## config.mk

```make
export PLATFORM = sky130hd
export DESIGN_NAME = epp_cycle_engine
export DESIGN_NICKNAME = d
export VERILOG_FILES = /design/src/rtl/epp_pkg.sv /design/src/rtl/epp_sync.sv /design/src/rtl/epp_watchdog.sv /design/src/rtl/epp_fsm.sv /design/src/rtl/epp_cycle_engine.sv
export SDC_FILE = /design/constraint.sdc
export NUM_CORES = 1
export LEC_CHECK = 0
export BUFFER_PORTS_ARGS = -buffer_cell sky130_fd_sc_hd__buf_2
export CORE_ASPECT_RATIO = 1.5
export CORE_MARGIN = 2
export CORE_UTILIZATION = 45
export CTS_BUF_LIST = sky130_fd_sc_hd__clkbuf_8 sky130_fd_sc_hd__clkbuf_16
export DETAILED_ROUTE_END_ITERATION = 7
export GPL_TIMING_DRIVEN = 0
export MAX_ROUTING_LAYER = met4
export PLACE_DENSITY = 0.82
export SLEW_MARGIN = 40
export SYNTH_ARGS = -nofsm -noshare
export SYNTH_HDL_FRONTEND = slang
export SYNTH_SLANG_ARGS = --single-unit
```

## constraint.sdc

```tcl
create_clock -name clk -period 2.9 [get_ports clk]
set_clock_uncertainty 0.1 [all_clocks]
set_input_delay 0.58 -clock clk [delete_from_list [all_inputs] [get_ports clk]]
set_output_delay 0.58 -clock clk [all_outputs]
set_load 0.005 [all_outputs]
```

## src/rtl/epp_pkg.sv

```systemverilog
package epp_pkg;
    typedef enum logic [1:0] {
        ST_IDLE    = 2'd0,
        ST_STROBE  = 2'd1,
        ST_RELEASE = 2'd2,
        ST_DONE    = 2'd3
    } epp_state_e;
endpackage

```

## src/rtl/epp_sync.sv

```systemverilog
module epp_sync #(
    parameter int STAGES = 2
) (
    input  logic clk,
    input  logic rst_n,
    input  logic din,
    output logic dout
);
    logic [STAGES-1:0] chain;

    always_ff @(posedge clk or negedge rst_n) begin
        if (!rst_n) chain <= '0;
        else        chain <= {chain[STAGES-2:0], din};
    end

    assign dout = chain[STAGES-1];
endmodule

```

## src/rtl/epp_watchdog.sv

```systemverilog
module epp_watchdog #(
    parameter int LIMIT = 64
) (
    input  logic clk,
    input  logic rst_n,
    input  logic busy,
    output logic expire
);
    localparam int CW = $clog2(LIMIT + 1);
    logic [CW-1:0] cnt;

    always_ff @(posedge clk or negedge rst_n) begin
        if (!rst_n)     cnt <= '0;
        else if (!busy) cnt <= '0;
        else            cnt <= cnt + 1'b1;
    end

    assign expire = busy && (cnt == CW'(LIMIT - 1));

    // the counter never runs past the limit while busy
    p_cnt_bound_r7: assert property (@(posedge clk) disable iff (!rst_n)
        busy |-> (cnt <= CW'(LIMIT - 1)));
endmodule

```

## src/rtl/epp_fsm.sv

```systemverilog
module epp_fsm
    import epp_pkg::*;
(
    input  logic clk,
    input  logic rst_n,
    input  logic req,
    input  logic sel_addr_q,
    input  logic write_q,
    input  logic wait_s,
    input  logic expire,
    output logic load,
    output logic capture,
    output logic busy,
    output logic done,
    output logic astb_n,
    output logic dstb_n,
    output logic wr_n,
    output logic oe
);
    epp_state_e state, nxt;

    always_comb begin
        nxt = state;
        unique case (state)
            ST_IDLE:    if (req) nxt = ST_STROBE;
            ST_STROBE:  if (expire) nxt = ST_DONE;
                        else if (wait_s) nxt = ST_RELEASE;
            ST_RELEASE: if (expire || !wait_s) nxt = ST_DONE;
            ST_DONE:    nxt = ST_IDLE;
        endcase
    end

    always_ff @(posedge clk or negedge rst_n) begin
        if (!rst_n) state <= ST_IDLE;
        else        state <= nxt;
    end

    always_comb begin
        load    = (state == ST_IDLE) && req;
        busy    = (state == ST_STROBE) || (state == ST_RELEASE);
        done    = (state == ST_DONE);
        capture = (state == ST_STROBE) && wait_s && !expire && !write_q;
        astb_n  = !((state == ST_STROBE) && sel_addr_q);
        dstb_n  = !((state == ST_STROBE) && !sel_addr_q);
        wr_n    = !(busy && write_q);
        oe      = busy && write_q;
    end

    p_strobe_to_release_r4: assert property (@(posedge clk) disable iff (!rst_n)
        (state == ST_STROBE && wait_s && !expire) |=> (state == ST_RELEASE));
    p_expire_ends_r7: assert property (@(posedge clk) disable iff (!rst_n)
        expire |=> (state == ST_DONE));
    p_done_pulse_r6: assert property (@(posedge clk) disable iff (!rst_n)
        done |=> !done);
    p_busy_ignores_req_r9: assert property (@(posedge clk) disable iff (!rst_n)
        (state == ST_STROBE && !expire && !wait_s) |=> (state == ST_STROBE));
endmodule

```

## src/rtl/epp_cycle_engine.sv

```systemverilog
module epp_cycle_engine #(
    parameter int DW          = 8,
    parameter int WDOG_CYCLES = 64,
    parameter int SYNC_STAGES = 2
) (
    input  logic          clk,
    input  logic          rst_n,
    input  logic          host_req,
    input  logic          host_sel_addr,
    input  logic          host_write,
    input  logic [DW-1:0] host_wdata,
    output logic [DW-1:0] host_rdata,
    output logic          host_wait,
    output logic          host_done,
    input  logic          tmo_clr,
    output logic          tmo_flag,
    output logic [DW-1:0] pd_out,
    output logic          pd_oe,
    input  logic [DW-1:0] pd_in,
    output logic          astb_n,
    output logic          dstb_n,
    output logic          wr_n,
    input  logic          pp_wait
);
    logic          wait_s, expire, load, capture, busy, done;
    logic          sel_addr_q, write_q;
    logic [DW-1:0] wdata_q, rdata_q;
    logic          tmo_q;

    epp_sync #(.STAGES(SYNC_STAGES)) u_sync (
        .clk(clk), .rst_n(rst_n), .din(pp_wait), .dout(wait_s));

    epp_watchdog #(.LIMIT(WDOG_CYCLES)) u_wdog (
        .clk(clk), .rst_n(rst_n), .busy(busy), .expire(expire));

    epp_fsm u_fsm (
        .clk(clk), .rst_n(rst_n), .req(host_req),
        .sel_addr_q(sel_addr_q), .write_q(write_q),
        .wait_s(wait_s), .expire(expire),
        .load(load), .capture(capture), .busy(busy), .done(done),
        .astb_n(astb_n), .dstb_n(dstb_n), .wr_n(wr_n), .oe(pd_oe));

    always_ff @(posedge clk or negedge rst_n) begin
        if (!rst_n) begin
            sel_addr_q <= 1'b0;
            write_q    <= 1'b0;
            wdata_q    <= '0;
        end else if (load) begin
            sel_addr_q <= host_sel_addr;
            write_q    <= host_write;
            wdata_q    <= host_wdata;
        end
    end

    always_ff @(posedge clk or negedge rst_n) begin
        if (!rst_n)       rdata_q <= '0;
        else if (capture) rdata_q <= pd_in;
    end

    always_ff @(posedge clk or negedge rst_n) begin
        if (!rst_n)       tmo_q <= 1'b0;
        else if (expire)  tmo_q <= 1'b1;
        else if (tmo_clr) tmo_q <= 1'b0;
    end

    assign host_rdata = rdata_q;
    assign host_wait  = busy;
    assign host_done  = done;
    assign tmo_flag   = tmo_q;
    assign pd_out     = wdata_q;

    p_tmo_sticky_r8: assert property (@(posedge clk) disable iff (!rst_n)
        (tmo_flag && !tmo_clr) |=> tmo_flag);
    p_one_strobe_r3: assert property (@(posedge clk) disable iff (!rst_n)
        !(!astb_n && !dstb_n));
    p_oe_write_only_r5: assert property (@(posedge clk) disable iff (!rst_n)
        pd_oe |-> !wr_n);
    p_done_after_wait_r6: assert property (@(posedge clk) disable iff (!rst_n)
        host_done |-> $past(host_wait));
endmodule

```

# Word level (Yosys, flattened, before mapping)
# Cells that the tools add are included.
# Widths: inputs -> output; s select.
# totals
register_bits	30
inputBits	23
out_inout_bits	23
word_cells	44
# op_classes
add_sub_neg	1
n_eq_ne	7
n_mux	8
n_reduce_logical	20
# ops
operator	n
$logic_and 1x1->1	8
$mux 2	4
$pmux 2 s4	1
$add 7x1->7 const B	1
$eq 7x6->1 const B	1
$logic_not 1->1	7
$mux 7	1
$eq 2x2->1 const B	2
$ne 3x2->1 const B	1
$reduce_and 3->1	1
$eq 2x1->1 const B	1
$logic_not 2->1	1
$logic_or 1x1->1	2
$mux 1	2
$ne 2x1->1 const B	1
$ne 2x2->1 const B	1
$reduce_bool 2->1	1

# Depth between registers and ports, before layout
# Gate-level depths: netlist of the first run.
# depth
word_depth	6
ltp_mapped	6
depth_no_buf	6

# Cells and area by module
# From an unflattened synthesis of the first run, not the netlist that was laid out.
# hier_totals
hier_cells	93
area_unflattened_um2	1383.8
# by_module_without_submodules
module	n_inst	cells_each	area_each_um2	seq_area_each_um2
epp_cycle_engine	1	41	779.5	475.5
epp_watchdog	1	26	316.6	175.2
epp_fsm	1	24	237.7	50.0
epp_sync	1	2	50.0	50.0

# Worst setup path after synthesis of the first run
# No wires, ideal clock.
# synth_timing
kind	reg-to-reg
from	reg u_fsm.state[0]
to	reg rdata_q[0] (netlist: host_rdata[0])
setup_time_ns	0.125
arrival_ns	1.564
required_time_ns	2.675
path_slack_ns	1.111
stages_incl_launch_ff	6
period_less_slack_ns	1.789
cell_sequence	dfrtp_1 inv_1 ha_1 nand4_4 nand4b_4 mux2_2
# synth_via
elab_chain_len	6
# synth_lines
element	line_no	text
start, declared	epp_fsm.sv:20	epp_state_e state, nxt;
start signal, assigned	epp_fsm.sv:35	else state <= nxt;
$eq 2x1->1 / $eq 2x2->1 (equally long branches)	epp_fsm.sv:40	busy = (state == ST_STROBE) || (state == ST_RELEASE);
$logic_or 1x1->1 *	epp_fsm.sv:40	
via host_wait	epp_cycle_engine.sv:13	output logic host_wait,
$logic_and 1x1->1 *	epp_watchdog.sv:18	assign expire = busy && (cnt == CW'(LIMIT - 1));
$logic_not 1->1 *	epp_fsm.sv:42	capture = (state == ST_STROBE) && wait_s && !expire && !write_q;
$logic_and 1x1->1 * (2 in a row)	epp_fsm.sv:42	
end signal, assigned	epp_cycle_engine.sv:57	else if (capture) rdata_q <= pd_in;
end, declared	epp_cycle_engine.sv:27	logic [DW-1:0] wdata_q, rdata_q;
# The timed path passes the listed nets; every way through them passes the cells marked *.
# A chain may end at the register's enable or synchronous reset.

# Worst setup path after layout of the first run
# layout_timing
from	reg u_fsm.state[0]
to	out pd_oe
# layout_via
elab_chain_len	3
# layout_lines
element	line_no	text
$eq 2x1->1 / $eq 2x2->1 (equally long branches)	epp_fsm.sv:40	
$logic_or 1x1->1 *	epp_fsm.sv:40	
$logic_and 1x1->1 *	epp_fsm.sv:46	oe = busy && write_q;
end, declared	epp_cycle_engine.sv:18	output logic pd_oe,
# Mark *: on every way between the ends. The rest lies on a longest branch, timed or not.

==> results by group, run 1 <==
Power and ir drop
  – Power Density: 1000 mW/mm²
  – Sequential Power Share: 0.409
  – Worst VDD drop: between 0.0005 and 0.0006 V
  – Internal: ~1.1 mW
  – Pwr Total: approximately 1.7 mW
  – Net Switching: ~550 µW
  – Clock group share of total power: 0.202
  – Combinational Power Share: 0.388
  – Sw Ratio: 0.328
  – Leakage power: around 0.86 nW

Finish
  – Design area: roughly 0.0017 mm²
  – Share of cells above drive strength 1: 0.517
  – Antenna Cells: 0
  – Finished Layout Cells: between 150 and 200
  – Nets: 175
  – Most common cell after layout, fill and taps aside: buf_2
  – Fillers: between 200 and 250
  – P&R area growth vs syn: 28.0%
  – Most frequent cells in the layout: 45 x buf_2, 30 x dfrtp_1, 19 x mux2_2

Critical path
  – Worst setup EP type: output port
  – CP peak stage delay: 0.49 ns
  – Crit path kind: reg -> out
  – Crit path DAT: 1.58 ns
  – Crit path depth: 5
  – Worst r2r path cells: 5
  – Startpoint Class: flip-flop
  – Slowest CP cell: ha_1
  – Crit-path max FO: 11
  – Cell mode on critical path: inv_1
  – WP buf/inv: 3
  – Family with the most delay on the worst path: adder cells
  – Crit-path cells: inv_1 -> ha_1 -> nand2_1 -> inv_1 -> buf_2
  – Critical Path RT: 2.22 ns

Floorplanning
  – Total core area: 0.00285 mm²
  – Initial Utilization: 0.463
  – I/O pins: 46
  – Cell row count: 24
  – Die W: about 48 µm
  – Die area: between 0.003 and 0.004 mm²
  – Die Y: ~70 µm

Clock tree
  – Skew-Pair Late Insertion Delay: between 0.2 and 0.3 ns
  – H-tree depth: 2
  – TritonCTS clock tree: yes
  – CTS buffer count: 5
  – Post-CTS Setup Inserts: 0
  – Clock sinks: 30
  – CTS root buf: clkbuf_8
  – Hold-fix buffers, CTS: 0
  – CTS Buffer Depth: 2
  – Post-CTS resize count: 0
  – CTS clk-pin slew, worst paths: roughly 0.060 ns

Yosys
  – Syn Area/Cell: ~14 µm²
  – Ys async rst share: 1.00
  – Dominant synthesized flop cell: dfrtp_1
  – Sequential area share after synthesis: 0.569
  – Yosys reg bits: 30
  – Yosys cell types: 23
  – Syn nets: 123
  – Syn Std Cell Area: ~0.0013 mm²
  – EDFF count, synth: 0
  – Synthesized instance count: between 90 and 100
  – Synth warn: 0

STA
  – Worst-margin pin slew: between 0.6 and 0.7 ns
  – Setup TNS Final: 0 ns
  – Min Tclk post-route: ~2.3 ns
  – Unrepaired setup endpoints after global routing: no
  – Final Hold Vio Count: 0
  – Final setup vio count: 0
  – Post-route setup slack: 0.640 ns
  – F_max: between 0.4 and 0.5 GHz
  – Rel. slew slack: 0.575
  – Slew Viols, Final: 0
  – Period utilization: 0.779

Route
  – DR top layer: met4
  – WL/cell: ~14 µm
  – DR iter-0 viols: 8
  – Antenna-violating nets left: 0
  – WL met3: around 120 µm
  – Via density per instance: 5.02
  – # DRC: 0
  – DR WL met2: approximately 1.5 mm
  – Metal-1 WL: about 900 µm
  – DRT Pass-1 Iters: 4
  – Aggregate routed wire length: about 2.6 mm
  – Via count: between 900 and 1000

Place
  – Placed Instances: ~180
  – Placed cell areas: 0.00159 mm²
  – PortBufs: between 40 and 50
  – Hpwl dp: between 2 and 2.5 mm
  – GPL Wtd Cong: about 0.70
  – Pre-CTS setup slack: about 0.9 ns

Global route
  – GRT Resource Usage Total: 0.186
  – First-pass GRT wire length: roughly 4.2 mm
  – Initial antenna violation count: 0
  – Vias in the first global route: 1036
  – Grt ovf: 0
  – Largest net degree at the start of global routing: 31

Worst hold path
  – Worst Hold Class: in -> async

Outcome
  – Status: finished, final reports clean

Run
  – Max_cap viols: 0
==> synth_stat cells (2+ instances only) <==
cell type	instances	area share
a21oi_1	2	0.0076
nand2_1	3	0.0085
dfrtp_1	30	0.57
ha_1	6	0.057
and2_1	6	0.028
nand3_1	4	0.015
inv_1	5	0.014
nand2b_1	2	0.0095
xnor2_1	4	0.027
mux2_2	19	0.16
==> metrics by stage <==
step	util	hold WS (ns)
2_1_floorplan	-	0.184
3_3_place_gp	0.559	0.235
3_5_place_dp	0.559	0.237
4_1_cts	0.592	0.242
5_1_grt	0.592	0.256
6_report	0.592	0.217
==> layout make-up <==
| type | instances | area [µm²] | share of cell area |
|---|---|---|---|
| Tap cell | 39 | 48.8 | 0.0289 |
| Timing Repair Buffer | 45 | 225 | 0.133 |
| Clock inverter | 2 | 12.5 | 0.00741 |
| Multi-Input combinational cell | 59 | 551 | 0.326 |
| Inverter | 5 | 18.8 | 0.0111 |
| Clock buffer | 6 | 82.6 | 0.0489 |
| Sequential cell | 30 | 751 | 0.444 |
==> flip-flops by register name (all words and copies together) (netlist names) <==
signal	flops
u_fsm.state	2
pd_out	8
sel_addr_q	1
u_wdog.cnt	7
host_rdata	8
write_q	1
u_sync.chain	2
tmo_flag	1
==> worst register-to-register path, delay by kind of cell (launching register included) <==
family	cells	cell delay, ns
fa+ha+maj	1	0.49
flops	1	0.42
simple gates	2	0.40
mux	1	0.36
buf+inv	1	0.12
==> per-layer routing <==
metal / up-vias / track usage
li1: 426 / -
met1: 462 / 0.173
met2: 37 / 0.308
met3: 9 / 0.0413
met4: 0 / 0.126
met5: - / -
==> path summary, 6_finish.rpt <==
check / startpoint / endpoint / slack, ns
min: rst_n / host_rdata[5] / 0.22
min reg2reg: u_sync.chain[0] / u_sync.chain[1] / 0.25
max: u_fsm.state[0] / pd_oe / 0.64
max in group asynchronous: rst_n / pd_out[6] / 2.06
max reg2reg: u_fsm.state[0] / host_rdata[7] / 0.90
min in group clk: u_sync.chain[0] / u_sync.chain[1] / 0.25
==> cells by family after synthesis <==
family / after synthesis / share of synthesized area
simple gates: 22 / 0.128
fa+ha+maj: 6 / 0.0569
mux: 20 / 0.170
xor+xnor: 5 / 0.0332
flops: 30 / 0.569
buf+inv: 5 / 0.0142
compound gates: 6 / 0.0294
==> power by group through the flow <==
| stage | sequential (mW) | combinational (mW) | clock [mW] |
|---|---|---|---|
| final | 0.692 | 0.656 | 0.342 |
| after global routing | 0.714 | 0.740 | 0.373 |
| after CTS | 0.691 | 0.674 | 0.354 |
| after detailed placement | 0.697 | 0.668 | 0 |
| after global placement | 0.679 | 0.624 | 0 |
| after floorplan | 0.691 | 0.391 | 0 |
No activity file was read; power rests on OpenSTA's default activity.
==> inputs of run 2 (changes only) <==
- CORE_UTILIZATION: 45 -> 44
- PLACE_DENSITY: 0.82 -> 0.84
- clock period: 2.9 -> 2.01 ns (I/O delays scaled with it)
==> results by group, run 2 (synthesis gave the netlist of run 1 again) <==
Outcome
  – Status: finished, final reports clean

Critical path
  – Crit path DAT: 1.96 ns (+0.38 ns)
  – Family with the most delay on the worst path: multiplexers
  – Crit-path max FO: 5 (-6)
  – Worst setup EP type: flip-flop
  – Critical Path RT: 2.07 ns (-0.15 ns)
  – WP buf/inv: 2 (-1)
  – Worst reg-to-reg setup slack: 0.11 ns (-0.79 ns)
  – Critical Path Start: u_fsm.state[0]
  – Crit path kind: reg -> reg
  – CP peak stage delay: 0.43 ns (-0.06 ns)
  – Startpoint Class: flip-flop
  – Reg-to-reg startpoint: u_fsm.state[0]
  – Slowest CP cell: dfrtp_1
  – Crit-path cells: buf_4 -> ha_1 -> mux2i_1 -> inv_1 -> a21boi_1 -> mux2_2

Finish
  – Antenna Cells: 0 (unchanged)
  – Register Area: 751 µm² (unchanged)
  – Multi-input gate area: 563 µm² (+2.3%)
  – Most common cell after layout, fill and taps aside: buf_2
  – P&R area growth vs syn: 35.4%
  – Nets: 180 (+2.9%)
  – Finished Layout Cells: 191 (+2.7%)
  – Fillers: 256 (+4.5%)
  – Share of cells above drive strength 1: 0.546 (+0.0290)
  – Post-layout util: 0.620 (+0.0277)
  – Most frequent cells in the layout: 45 x buf_2, 30 x dfrtp_1, 19 x mux2_2, 6 x and2_1, 6 x clkbuf_8

STA
  – Setup TNS Final: 0 ns (unchanged)
  – F_max: about 0.53 GHz
  – Final setup vio count: 0 (unchanged)
  – Period utilization: 0.943
  – Worst-margin pin slew: 0.644 ns (+0.00629 ns)
  – Min Tclk post-route: 1.90 ns
  – Slew Viols, Final: 0 (unchanged)
  – Final Hold Vio Count: 0 (unchanged)
  – Unrepaired setup endpoints after global routing: no
  – Rel. slew slack: 0.571 (-0.00419)
  – Hold_ws: 0.0445 ns (-0.173 ns)

Power and ir drop
  – Sequential Power Share: 0.351 (-0.058)
  – Internal: 2.00 mW (+76%)
  – Combinational Power Share: 0.386 (-0.002)
  – Net Switching: 832 µW (+50%)
  – Clock group share of total power: 0.264 (+0.062)
  – Worst VDD drop: 0.00100 V (+90%)
  – Sw Ratio: 0.294 (-0.0341)
  – Leakage power: 0.903 nW (+5.6%)
  – Power Density: 1590 mW/mm² (+59%)

Floorplanning
  – Die W: 48.7 µm (+1.0%)
  – I/O pins: 46 (unchanged)
  – Cell row count: 24 (unchanged)
  – Total core area: 0.00288 mm² (+1.1%)
  – Die area: 0.00346 mm² (+2.1%)
  – Initial Utilization: 0.458 (-0.00482)
  – Die Y: 71.1 µm (+1.1%)

Global route
  – GRT Resource Usage Total: 0.171 (-0.0148)
  – Initial antenna violation count: 0 (unchanged)
  – First-pass GRT wire length: 4.44 mm (+4.5%)
  – Vias in the first global route: 999 (-3.6%)
  – Grt ovf: 0 (unchanged)
  – Largest net degree at the start of global routing: 31 (unchanged)

Clock tree
  – H-tree depth: 2 (unchanged)
  – CTS root buf: clkbuf_8
  – CTS Buffer Depth: 2 (unchanged)
  – CTS buffer count: 5 (unchanged)
  – Skew-Pair Late Insertion Delay: 0.28 ns (about the same)
  – CTS clk-pin slew, worst paths: 0.06 ns (about the same)
  – TritonCTS clock tree: yes
  – Hold-fix buffers, CTS: 0 (unchanged)
  – Clock sinks: 30 (unchanged)

Route
  – WL/cell: 13.5 µm (-4.4%)
  – DR iter-0 viols: 13 (+5)
  – # DRC: 0 (unchanged)
  – DRT Pass-1 Iters: 4 (unchanged)
  – Aggregate routed wire length: 2.57 mm (-1.9%)
  – Via density per instance: 4.91 (-2.3%)
  – Antenna-violating nets left: 0 (unchanged)
  – Via count: 937 (+0.32%)

Place
  – GPL Wtd Cong: 0.709 (+1.5%)
  – Placed Instances: 178 (unchanged)
  – Hpwl dp: 1.93 mm (-3.9%)
  – PortBufs: 45 (unchanged)

Worst hold path
  – Worst Hold Class: in -> async

Run
  – Max_cap viols: 0 (unchanged)
[run 2: changes by cell type in the layout (fill, tap and decap cells not counted)]
cell / before / now
buf_4: 0 / 5
bufinv_16: 0 / 2
clkinv_2: 1 / 0
clkinvlp_4: 1 / 0
ha_1: 6 / 5
ha_4: 0 / 1
inv_1: 5 / 4
inv_2: 0 / 1
[run 2: worst paths after layout]
kind / cells after the start / endpoint
worst max-delay path: 6 / u_fsm.state[1]
worst min-delay path: 1 / u_wdog.cnt[5]
worst max register to register: 6 / u_fsm.state[1]
worst min register to register: 0 / u_sync.chain[1]
max in group asynchronous: 1 / write_q
min in group clk: 1 / u_sync.chain[0]
[run 2: routing by layer]
layer | part of all wire | track usage | vias to the layer above | routed length (µm)
li1 | - | - | 436 | -
met1 | 0.37 | 0.175 | 464 | 947
met2 | 0.56 | 0.303 | 29 | 1440
met3 | 0.051 | 0.0527 | 8 | 130
met4 | 0.020 | 0.0667 | 0 | 52
met5 | 0 | - | - | 0
[run 2: layout make-up]
cell class	instances	area share
Tap cell	39	0.0273
Timing Repair Buffer	50	0.147
Inverter	5	0.0105
Multi-Input combinational cell	59	0.315
Clock buffer	6	0.0462
Sequential cell	30	0.420
Clock inverter	2	0.0336
[run 2: per-stage QoR]
step | cell area, µm² | power (mW) | setup WS [ns]
6_report | 1790 | 2.84 | 0.114
5_1_grt | 1790 | 3.02 | 0.0183
4_1_cts | 1750 | 2.77 | 0.0253
3_5_place_dp | 1590 | 1.97 | 0.00333
3_3_place_gp | 1590 | 1.90 | 0.0699
2_1_floorplan | 1320 | 1.56 | 0.221
[run 2: what timing repair did]
| action | 4_1_cts | 5_1_grt |
|---|---|---|
| endpoints found under the setup margin | 11 | 2 |
| buffers inserted | 0 | 5 |
| resized for setup | 2 | 1 |
| pin swaps | 0 | 1 |
| endpoints found under the hold margin | 0 | 0 |
[run 2: power groups by stage]
stage	clock (mW)	combinational [mW]	sequential, mW
final	0.748	1.09	0.994
after floorplan	0	0.564	0.997
after detailed placement	0	0.960	1.00
after CTS	0.765	1.01	0.995
after global routing	0.802	1.20	1.02
after global placement	0	0.915	0.985
==> inputs of run 3 (changes only) <==
- CELL_PAD_IN_SITES_DETAIL_PLACEMENT: not set -> 1
- CELL_PAD_IN_SITES_GLOBAL_PLACEMENT: not set -> 1
- CORE_UTILIZATION: 44 -> 32
- PLACE_DENSITY: 0.84 -> 0.78
- REMOVE_ABC_BUFFERS: not set -> 1
==> results by group, run 3 (synthesis gave the netlist of run 1 again) <==
Outcome
  – Status: finished, final reports clean

Clock tree
  – Post-CTS Setup Inserts: 0 (unchanged)
  – CTS root buf: clkbuf_8
  – Skew-Pair Late Insertion Delay: 0.28 ns (about the same)
  – H-tree depth: 2 (unchanged)
  – TritonCTS clock tree: yes
  – Hold-fix buffers, CTS: 0 (unchanged)
  – CTS Buffer Depth: 2 (unchanged)
  – CTS buffer count: 5 (unchanged)
  – CTS clk-pin slew, worst paths: 0.06 ns (about the same)
  – Clock sinks: 30 (unchanged)

STA
  – Post-route setup slack: 0.107 ns (-0.00700 ns)
  – Final setup vio count: 0 (unchanged)
  – Rel. slew slack: 0.551 (-0.0196)
  – Period utilization: 0.947 (+0.00348)
  – Final Hold Vio Count: 0 (unchanged)
  – Min Tclk post-route: 1.90 ns (+0.00700 ns)
  – Worst-margin pin slew: 0.674 ns (+0.0294 ns)
  – Hold_ws: 0.0619 ns (+0.0174 ns)
  – Unrepaired setup endpoints after global routing: yes
  – F_max: 0.526 GHz (-0.37%)
  – Slew Viols, Final: 0 (unchanged)

Route
  – Via density per instance: 4.87 (-0.65%)
  – WL/cell: 14.5 µm (+8.0%)
  – DR iter-0 viols: 11 (-2)
  – # DRC: 0 (unchanged)
  – DRT Pass-1 Iters: 4 (unchanged)
  – Aggregate routed wire length: 2.76 mm (+7.4%)
  – Antenna-violating nets left: 0 (unchanged)
  – Via count: 926 (-1.2%)

Floorplanning
  – Total core area: 0.00396 mm² (+37%)
  – Die W: 56.4 µm (+16%)
  – Die area: 0.00467 mm² (+35%)
  – Cell row count: 28 (+17%)
  – I/O pins: 46 (unchanged)
  – Initial Utilization: 0.333 (-0.124)
  – Die Y: 82.7 µm (+16%)

Place
  – Hpwl dp: 2.10 mm (+8.8%)
  – Placed cell areas: 0.00160 mm² (+0.47%)
  – PortBufs: 45 (unchanged)
  – GPL Wtd Cong: 0.707 (-0.38%)
  – Pre-CTS setup slack: -0.0374 ns (-0.0407 ns)

Critical path
  – Worst r2r dst: u_fsm.state[1]
  – Crit path kind: reg -> out
  – Crit-path cells: inv_1 -> ha_4 -> nand2_1 -> inv_1 -> buf_2
  – Startpoint Class: flip-flop
  – Slowest CP cell: dfrtp_1
  – Worst r2r path cells: 6 (unchanged)
  – Critical Path RT: 1.51 ns (-0.56 ns)
  – Worst reg-to-reg setup slack: 0.16 ns (+0.05 ns)
  – Crit path DAT: 1.40 ns (-0.56 ns)
  – Critical Path Start: u_fsm.state[1]
  – Reg-to-reg startpoint: u_fsm.state[1]
  – Worst Setup EP: pd_oe
  – CP peak stage delay: 0.42 ns (about the same)
  – Worst setup EP type: output port
  – Crit-path max FO: 11 (+6)
  – Cell mode on critical path: inv_1

Global route
  – First-pass GRT wire length: 4.41 mm (-0.61%)
  – Largest net degree at the start of global routing: 31 (unchanged)
  – Vias in the first global route: 1011 (+1.2%)
  – GRT Resource Usage Total: 0.129 (-0.0422)
  – Grt ovf: 0 (unchanged)
  – Initial antenna violation count: 0 (unchanged)

Run
  – Max_cap viols: 0 (unchanged)

Finish
  – Design area: 0.00170 mm² (-5.0%)
  – Nets: 175 (-2.8%)
  – Fillers: 453 (+77%)
  – Most common cell after layout, fill and taps aside: buf_2
  – Share of cells above drive strength 1: 0.524 (-0.0219)
  – Register Area: 752 µm² (+0.17%)
  – Multi-input gate area: 563 µm² (unchanged)
  – P&R area growth vs syn: 28.6%
  – Post-layout util: 0.429 (-0.191)
  – Most frequent cells in the layout: 45 x buf_2, 29 x dfrtp_1, 19 x mux2_2, 6 x and2_1, 6 x clkbuf_8
  – Antenna Cells: 0 (unchanged)

Power and ir drop
  – Worst VDD drop: 0.000818 V (-19%)
  – Power Density: 1450 mW/mm² (-8.8%)
  – Pwr Total: 2.46 mW (-13%)
  – Combinational Power Share: 0.403 (+0.017)
  – Sequential Power Share: 0.405 (+0.054)
  – Net Switching: 794 µW (-4.6%)
  – Sw Ratio: 0.323 (+0.0296)
  – Clock group share of total power: 0.192 (-0.072)
  – Leakage power: 0.850 nW (-5.8%)
  – Internal: 1.66 mW (-17%)

Worst hold path
  – Worst Hold Class: in -> async
-- run 3: cell count changes in the layout (fill, tap and decap cells not counted), sizes merged --
| cell | delta |
|---|---|
| bufinv | -2 |
| buf | -5 |
-- run 3: through the flow --
step,instances,TNS (ns)
floorplan,94,0
CTS,190,0
global placement,184,0
detailed placement,184,-0.230
global route,190,-0.00537
finish,190,0
-- run 3: worst min path at each step --
stage	startpoint	endpoint	slack (ns)	cells past startpoint
floorplan	rst_n	host_rdata[0]	0.006	0
global placement	u_sync.chain[0]	u_sync.chain[1]	0.23	0
detailed placement	u_sync.chain[0]	u_sync.chain[1]	0.25	0
CTS	rst_n	host_rdata[4]	0.08	1
global route	rst_n	host_rdata[4]	0.11	1
finish	rst_n	host_rdata[2]	0.06	1
-- run 3: area by class of cell --
cell class,count,area share
timing repair buffer,45,0.133
sequential,30,0.443
clock buffer,6,0.0486
multi-input combinational,59,0.332
inverter,5,0.0111
tap,45,0.0332
-- run 3: timing repair --
action / in CTS / in global routing
setup endpoints to repair: 12 / 3
gates cloned: 0 / 0
resized for setup: 2 / 1
-- run 3: routing by layer --
metal	GRT usage	routed length [µm]	vias to the layer above
met3	0.0389	154	10
met4	0.0595	65	0
met5	-	0	-
met1	0.133	1070	459
li1	-	-	421
met2	0.226	1480	36
-- run 3: critical path, delay by kind of cell, from the launching register on --
| kind | cells | cell delay [ns] |
|---|---|---|
| buffers and inverters | 3 | 0.27 |
| AND/OR/NAND/NOR | 1 | 0.09 |
| flip-flops | 1 | 0.42 |
| adder cells (fa/ha/maj) | 1 | 0.34 |
-- run 3: power groups by stage --
stage          combinational, mW  sequential, mW  clock (mW)
2_1_floorplan              0.564           0.997           0
3_3_place_gp               0.924           0.992           0
3_5_place_dp               0.960            1.01           0
4_1_cts                     1.01           0.999       0.489
5_1_grt                     1.12            1.03       0.508
6_report                   0.989           0.996       0.472
